$ cat src/rtl/tcnt_pkg.sv
package tcnt_pkg;

    localparam int NUM_MATCH = 3;
    localparam int P_CTRL    = 0;
    localparam int P_TRIM    = 1;
    localparam int P_LOAD    = 2;
    localparam int P_MATCH0  = 3;
    localparam int NUM_PEND  = P_MATCH0 + NUM_MATCH;
    localparam int PEND_LSB  = 8;

    typedef enum logic [2:0] {
        A_CTRL   = 3'd0,
        A_TRIM   = 3'd1,
        A_LOAD   = 3'd2,
        A_COUNT  = 3'd3,
        A_MATCH0 = 3'd4,
        A_MATCH1 = 3'd5,
        A_MATCH2 = 3'd6,
        A_SPARE  = 3'd7
    } reg_addr_e;

    typedef struct packed {
        logic bypass;
        logic enable;
    } ctrl_t;

    // address of the register behind each busy-flag slot
    function automatic logic [2:0] slot_addr(input int slot);
        if (slot == P_CTRL) return A_CTRL;
        if (slot == P_TRIM) return A_TRIM;
        if (slot == P_LOAD) return A_LOAD;
        return 3'(int'(A_MATCH0) + slot - P_MATCH0);
    endfunction

endpackage

$ cat src/rtl/tcnt_regs.sv
module tcnt_regs
    import tcnt_pkg::*;
#(
    parameter int CNT_W  = 32,
    parameter int TRIM_W = 16
) (
    input  logic                                clk,
    input  logic                                rst,
    input  logic                                tick,
    input  logic                                wr_en,
    input  logic [2:0]                          wr_addr,
    input  logic [CNT_W-1:0]                    wr_data,
    output ctrl_t                               ctrl_q,
    output logic [TRIM_W-1:0]                   trim_q,
    output logic [TRIM_W-1:0]                   trim_stage,
    output logic                                trim_fire,
    output logic [CNT_W-1:0]                    load_stage,
    output logic                                load_fire,
    output logic [NUM_MATCH-1:0][CNT_W-1:0]     match_q,
    output logic [NUM_MATCH-1:0][CNT_W-1:0]     match_nxt,
    output logic [NUM_PEND-1:0]                 pend_q
);

    logic [NUM_PEND-1:0]            wsel;
    logic [NUM_PEND-1:0]            fire;
    ctrl_t                          ctrl_stage;
    logic [NUM_MATCH-1:0][CNT_W-1:0] match_stage;

    genvar k;
    generate
        for (k = 0; k < NUM_PEND; k++) begin : g_slot
            assign wsel[k] = wr_en && (wr_addr == slot_addr(k));
            assign fire[k] = tick && pend_q[k] && !wsel[k];

            a_r2_pend_set : assert property (@(posedge clk) disable iff (rst)
                wsel[k] |=> pend_q[k]);
            a_r3_pend_clear : assert property (@(posedge clk) disable iff (rst)
                (tick && pend_q[k] && !wsel[k]) |=> !pend_q[k]);
        end
        for (k = 0; k < NUM_MATCH; k++) begin : g_mnext
            assign match_nxt[k] = fire[P_MATCH0+k] ? match_stage[k] : match_q[k];
        end
    endgenerate

    assign trim_fire = fire[P_TRIM];
    assign load_fire = fire[P_LOAD];

    always_ff @(posedge clk) begin
        if (rst) begin
            pend_q      <= '0;
            ctrl_stage  <= '0;
            ctrl_q      <= '0;
            trim_stage  <= '0;
            trim_q      <= '0;
            load_stage  <= '0;
            match_stage <= '0;
            match_q     <= '0;
        end else begin
            for (int s = 0; s < NUM_PEND; s++) begin
                if (wsel[s])      pend_q[s] <= 1'b1;
                else if (fire[s]) pend_q[s] <= 1'b0;
            end
            if (wsel[P_CTRL]) ctrl_stage <= ctrl_t'(wr_data[1:0]);
            if (fire[P_CTRL]) ctrl_q     <= ctrl_stage;
            if (wsel[P_TRIM]) trim_stage <= wr_data[TRIM_W-1:0];
            if (fire[P_TRIM]) trim_q     <= trim_stage;
            if (wsel[P_LOAD]) load_stage <= wr_data;
            for (int m = 0; m < NUM_MATCH; m++) begin
                if (wsel[P_MATCH0+m]) match_stage[m] <= wr_data;
                if (fire[P_MATCH0+m]) match_q[m]     <= match_stage[m];
            end
        end
    end

    // working trim only moves on an applied transfer
    a_r3_trim_hold : assert property (@(posedge clk) disable iff (rst)
        !(tick && pend_q[P_TRIM] && !wsel[P_TRIM]) |=> $stable(trim_q));

endmodule

$ cat src/rtl/tcnt_prescale.sv
module tcnt_prescale
    import tcnt_pkg::*;
#(
    parameter int TRIM_W = 16
) (
    input  logic              clk,
    input  logic              rst,
    input  logic              tick,
    input  ctrl_t             ctrl_q,
    input  logic [TRIM_W-1:0] trim_q,
    input  logic [TRIM_W-1:0] trim_stage,
    input  logic              trim_fire,
    output logic              adv
);

    logic [TRIM_W-1:0] left_q;
    logic              run;
    logic              expired;

    assign run     = tick && ctrl_q.enable;
    assign expired = (left_q == '0);
    assign adv     = run && (ctrl_q.bypass || expired);

    always_ff @(posedge clk) begin
        if (rst) begin
            left_q <= '0;
        end else if (trim_fire) begin
            left_q <= trim_stage;
        end else if (run && !ctrl_q.bypass) begin
            left_q <= expired ? trim_q : left_q - 1'b1;
        end
    end

    // a divided tick counts down without advancing
    a_r5_countdown : assert property (@(posedge clk) disable iff (rst)
        (run && !ctrl_q.bypass && !expired && !trim_fire)
            |=> (left_q == $past(left_q) - 1'b1));
    a_r5_reload : assert property (@(posedge clk) disable iff (rst)
        (run && !ctrl_q.bypass && expired && !trim_fire) |=> (left_q == $past(trim_q)));

endmodule

$ cat src/rtl/tcnt_core.sv
module tcnt_core
    import tcnt_pkg::*;
#(
    parameter int CNT_W = 32
) (
    input  logic                            clk,
    input  logic                            rst,
    input  logic                            adv,
    input  logic                            load_fire,
    input  logic [CNT_W-1:0]                load_stage,
    input  logic [NUM_MATCH-1:0][CNT_W-1:0] match_nxt,
    output logic [CNT_W-1:0]                count_q,
    output logic [NUM_MATCH-1:0]            irq_q
);

    logic [CNT_W-1:0]     count_d;
    logic                 step;
    logic [NUM_MATCH-1:0] hit;

    assign step    = load_fire || adv;
    assign count_d = load_fire ? load_stage : (adv ? count_q + 1'b1 : count_q);

    genvar i;
    generate
        for (i = 0; i < NUM_MATCH; i++) begin : g_cmp
            assign hit[i] = step && (count_d == match_nxt[i]);

            // pulses never last two cycles
            a_r9_one_cycle : assert property (@(posedge clk) disable iff (rst)
                irq_q[i] |=> !irq_q[i]);
        end
    endgenerate

    always_ff @(posedge clk) begin
        if (rst) begin
            count_q <= '0;
            irq_q   <= '0;
        end else begin
            count_q <= count_d;
            irq_q   <= hit;
        end
    end

endmodule

$ cat src/rtl/trim_counter.sv
module trim_counter
    import tcnt_pkg::*;
#(
    parameter int CNT_W  = 32,
    parameter int TRIM_W = 16
) (
    input  logic                 clk,
    input  logic                 rst,
    input  logic                 tick,
    input  logic                 wr_en,
    input  logic [2:0]           wr_addr,
    input  logic [CNT_W-1:0]     wr_data,
    input  logic [2:0]           rd_addr,
    output logic [CNT_W-1:0]     rd_data,
    output logic [NUM_MATCH-1:0] match_irq
);

    ctrl_t                           ctrl_q;
    logic [TRIM_W-1:0]               trim_q;
    logic [TRIM_W-1:0]               trim_stage;
    logic                            trim_fire;
    logic [CNT_W-1:0]                load_stage;
    logic                            load_fire;
    logic [NUM_MATCH-1:0][CNT_W-1:0] match_q;
    logic [NUM_MATCH-1:0][CNT_W-1:0] match_nxt;
    logic [NUM_PEND-1:0]             pend_q;
    logic                            adv;
    logic [CNT_W-1:0]                count_q;

    tcnt_regs #(.CNT_W(CNT_W), .TRIM_W(TRIM_W)) u_regs (
        .clk(clk), .rst(rst), .tick(tick),
        .wr_en(wr_en), .wr_addr(wr_addr), .wr_data(wr_data),
        .ctrl_q(ctrl_q), .trim_q(trim_q), .trim_stage(trim_stage),
        .trim_fire(trim_fire), .load_stage(load_stage), .load_fire(load_fire),
        .match_q(match_q), .match_nxt(match_nxt), .pend_q(pend_q)
    );

    tcnt_prescale #(.TRIM_W(TRIM_W)) u_pre (
        .clk(clk), .rst(rst), .tick(tick), .ctrl_q(ctrl_q),
        .trim_q(trim_q), .trim_stage(trim_stage), .trim_fire(trim_fire),
        .adv(adv)
    );

    tcnt_core #(.CNT_W(CNT_W)) u_core (
        .clk(clk), .rst(rst), .adv(adv), .load_fire(load_fire),
        .load_stage(load_stage), .match_nxt(match_nxt),
        .count_q(count_q), .irq_q(match_irq)
    );

    always_comb begin
        rd_data = '0;
        case (rd_addr)
            A_CTRL: begin
                rd_data[1:0]                 = ctrl_q;
                rd_data[PEND_LSB +: NUM_PEND] = pend_q;
            end
            A_TRIM:  rd_data[TRIM_W-1:0] = trim_q;
            A_COUNT: rd_data = count_q;
            default: begin
                for (int m = 0; m < NUM_MATCH; m++) begin
                    if (rd_addr == slot_addr(P_MATCH0 + m)) rd_data = match_q[m];
                end
            end
        endcase
    end

    // disabled and no load -> count frozen
    a_r4_hold : assert property (@(posedge clk) disable iff (rst)
        (!ctrl_q.enable && !load_fire) |=> $stable(count_q));
    // bypass advances on every tick
    a_r6_bypass_step : assert property (@(posedge clk) disable iff (rst)
        (tick && ctrl_q.enable && ctrl_q.bypass && !load_fire)
            |=> (count_q == CNT_W'($past(count_q) + 1)));
    // an applied load wins over an advance
    a_r7_load_wins : assert property (@(posedge clk) disable iff (rst)
        load_fire |=> (count_q == $past(load_stage)));
    // all-ones rolls over to zero
    a_r8_wrap : assert property (@(posedge clk) disable iff (rst)
        (adv && !load_fire && (count_q == '1)) |=> (count_q == '0));

endmodule

$ cat config.mk
export PLATFORM = sky130hd
export DESIGN_NAME = trim_counter
export DESIGN_NICKNAME = d
export VERILOG_FILES = /design/src/rtl/tcnt_pkg.sv /design/src/rtl/tcnt_regs.sv /design/src/rtl/tcnt_prescale.sv /design/src/rtl/tcnt_core.sv /design/src/rtl/trim_counter.sv
export SDC_FILE = /design/constraint.sdc
export NUM_CORES = 1
export LEC_CHECK = 0
export ABC_AREA = 1
export BUFFER_PORTS_ARGS = -buffer_cell sky130_fd_sc_hd__buf_4
export CAP_MARGIN = 40
export CORE_UTILIZATION = 45
export CTS_CLUSTER_SIZE = 10
export DETAILED_ROUTE_END_ITERATION = 10
export SETUP_SLACK_MARGIN = 0.4
export SLEW_MARGIN = 30
export SYNTH_ARGS = -nofsm -noshare
export SYNTH_HDL_FRONTEND = slang
export SYNTH_SLANG_ARGS = --single-unit
$ cat constraint.sdc
create_clock -name clk -period 2.78 [get_ports clk]
set_input_delay 0.139 -clock clk [delete_from_list [all_inputs] [get_ports clk]]
set_output_delay 0.139 -clock clk [all_outputs]
set_load 0.005 [all_outputs]
==> impl_metrics.tcl <==
set metrics [dict create \
    final_cells 3064 \
    die_y_um 191 \
    route.detailed.drc 0 \
    wl_um 63100 \
    synth_area_per_cell_um2 6.40 \
    hp-class "input pin to flip-flop" \
    num_vias 16700 \
    post_synth_inst_count 2500 \
    antenna_found_initial 1 \
    critPathMaxFanout 6 \
    htreeDepth 2 \
    netlist_area_mm2 0.0160 \
    grt_max_degree 70 \
    ir_drop_mv 0.590 \
    grt_pass1_wl_um 94100 \
    rsz0062_at_grt "true" \
    period_share 0.876 \
    ys_ff_latch 317 \
    slowest_delay_ps 330 \
    cts.sinks 317 \
    path_common_cell "nand2_1" \
    place.gp.congestion 1.02 \
    wl_per_cell_um 20.6 \
    grt_pass1_vias 15300 \
    power.density_mw_per_mm2 556 \
    placementRows 68 \
    async_flop_share 0 \
    clk_latency_ps 580 \
    cts_buffer_depth 3 \
    crit_cells 19 \
    crit_slowest_cell "dfxtp_2" \
    initial_utilization 0.460 \
    portBuffers 76 \
    fin_setup_tns_ps 0 \
    drive_gt1_frac 0.136 \
    area_growth_pct 19.5 \
    skew_ps 27.0 \
    via_per_inst 5.44 \
    synth_top_area_frac 0.396 \
    ant_nets 0 \
    synth_warnings 0 \
    max_slew_margin 0.394 \
    post-route-min-period_ps 2440 \
    post-place-ws_ps -34.4 \
    slew_violations 0 \
    max_clock_freq_mhz 410 \
    clk_pin_slew_worst_paths_ps 60 \
    finish.net_count 2642 \
    arrival_ps 2950 \
    dp_hpwl_um 46500 \
    cts_tree "built" \
    final.setup.worst_slack_ps 344 \
    outcome "completed" \
    die_area_mm2 0.0363 \
    synthFlopType "dfxtp_1" \
    dr.pass1.iters 6 \
    cpLargestDelayFamily "simple AND/OR/NAND/NOR gates" \
    ioPinCount 77 \
    yosys-top-cells-area "dfxtp_1 (40%), nand2_1 (13%), o21ai_0 (9.2%)" \
    cts_root_buf "clkbuf_16" \
    ys_types 43 \
    grt.total_usage 0.349 \
    ff2ff_path_depth 19 \
    synthMostInstantiatedCell "nand2_1" \
    crit_path_end_kind "flip-flop" \
    grt_overflow 0 \
    leakage_nw 8.22 \
    core_area_mm2 0.0348 \
    num_antenna_cells 0 \
    setup_viol 0 \
    hold_depth 6 \
    worstSetupStartpointType "flip-flop" \
    cap_viol_max_count 0 \
    die_x_um 191 \
    first_iter_violations 1740 \
    crit_type "flip-flop to flip-flop" \
    crit_buf_inv 4 \
    synth_enable_flop_cells 0 \
    post-place-cells 2959 \
    seq_area_frac_synth 0.396 \
    synth_top_area_cell "dfxtp_1" \
    synth_fp_nets 2544 \
    hold_viol_final 0 \
    netlist_top_cells_count "nand2_1 (565), nor2_1 (378), inv_1 (318)" \
    crit_chain "inv_2 -> ha_4 -> nand2_4 -> nor2_4 -> nand2_4 -> a21oi_4 -> buf_6 -> buf_6 -> nand2_2 -> nand2_2 -> nand3_4 -> buf_4 -> nand3_1 -> nand2_1 -> nor2_1 -> nand2_1 -> nor2_2 -> nand2_1 -> nor2_2" \
    crit_required_ps 3290 \
    cts_buffers 39 \
    tightest_slew_ps 900 \
]
[tightest hold or removal path, stage by stage]
cell and delay [ps]:
buf_4 80, nor2_1 40, inv_2 50, nor2_2 60, o21ai_0 140, nor2_1 50
[power breakdown]
group | leakage [nW] | internal, mW | switching, mW
logic | 5.09 | 0.383 | 0.789
clock network | 0.560 | 2.73 | 2.02
registers | 2.57 | 4.65 | 0.0609
total | 8.22 | 7.76 | 2.87
[layout make-up]
class                      instances  area, µm²
fill                            3555      15700
multi-input combinational       1737       8280
sequential                       317       6370
timing repair buffer             176       1540
inverter                         327       1230
clock buffer                      45       1040
tap                              455        569
clock inverter                     7        100
[repair_timing]
item,CTS,global route
endpoints found under the setup margin,3,3
setup buffers,11,8
hold buffers,33,0
pin swaps,15,32
gates cloned,0,0
hold endpoints to repair,148,0
gates resized for setup,54,68
[stage by stage]
step                hold WS, ps  power (mW)  cell area, µm²  utilization
floorplan                   274        5.46           16000            -
global placement            389        5.86           17000        0.490
detailed placement          396        5.87           17100        0.491
CTS                        20.2        10.6           18800        0.541
global route               77.6        11.0           19100        0.550
finish                     37.0        10.6           19100        0.550
[routing by layer]
layer | wire [µm] | track usage | vias to the layer above | share of wire
met3 | 5490 | 0.0559 | 104 | 0.087
met5 | 0 | 0 | - | 0
met2 | 27000 | 0.530 | 704 | 0.43
li1 | - | - | 8122 | -
met4 | 1730 | 0.106 | 0 | 0.027
met1 | 28800 | 0.503 | 7741 | 0.46
[worst paths after layout]
kind	startpoint	slack, ps	end
max reg2reg	u_pre.left_q[0]$_SDFFE_PP0P_	340	u_core.irq_q[1]$_SDFF_PP0_
min reg2reg	u_regs.match_stage[49]$_SDFFE_PP0P_	450	u_regs.match_stage[49]$_SDFFE_PP0P_
min	wr_addr[0]	40	u_regs.match_stage[4]$_SDFFE_PP0P_
max	u_pre.left_q[0]$_SDFFE_PP0P_	340	u_core.irq_q[1]$_SDFF_PP0_
[state kept, by name, indices dropped and copies added, names as in the netlist]
signal              flops
u_regs.match_q         96
u_regs.match_stage     96
u_core.count_q         32
u_regs.load_stage      32
u_pre.left_q           16
u_regs.trim_q          16
u_regs.trim_stage      16
u_regs.pend_q           6
u_core.irq_q            3
u_regs.ctrl_q           2
u_regs.ctrl_stage       2
[cell usage in the layout (no fill, tap or decap), drive strengths merged]
master,netlist,final
o2111ai,8,8
nand3b,4,4
clkbuf,90,45
xnor2,2,2
dfxtp,317,317
and2,1,1
xor2,18,18
nor2,390,390
inv,323,325
mux2i,2,2
nor4,2,2
nand2,598,598
o21bai,1,1
o31ai,1,1
clkinv,4,8
o211ai,8,8
bufinv,0,1
nor3,7,7
a22o,1,1
o221ai,1,1
nand4,13,13
nand3,184,184
o22ai,6,6
dlygate4sd3,0,33
a31oi,14,14
a21boi,2,2
a32o,2,2
o21ai,315,315
ha,2,2
buf,29,143
o21a,1,1
a21oi,154,154
[cells by family after synthesis]
| family | Yosys count | synth area share |
|---|---|---|
| DFF | 317 | 0.396 |
| buffers and inverters | 446 | 0.109 |
| AOI/OAI and AO/OA | 514 | 0.168 |
| adders and majority gates | 2 | 0.00156 |
| and+or+nand+nor | 1199 | 0.312 |
| muxes | 2 | 0.00125 |
| xor gates and xnor gates | 20 | 0.0109 |
No activity file was read; power rests on OpenSTA's default activity.
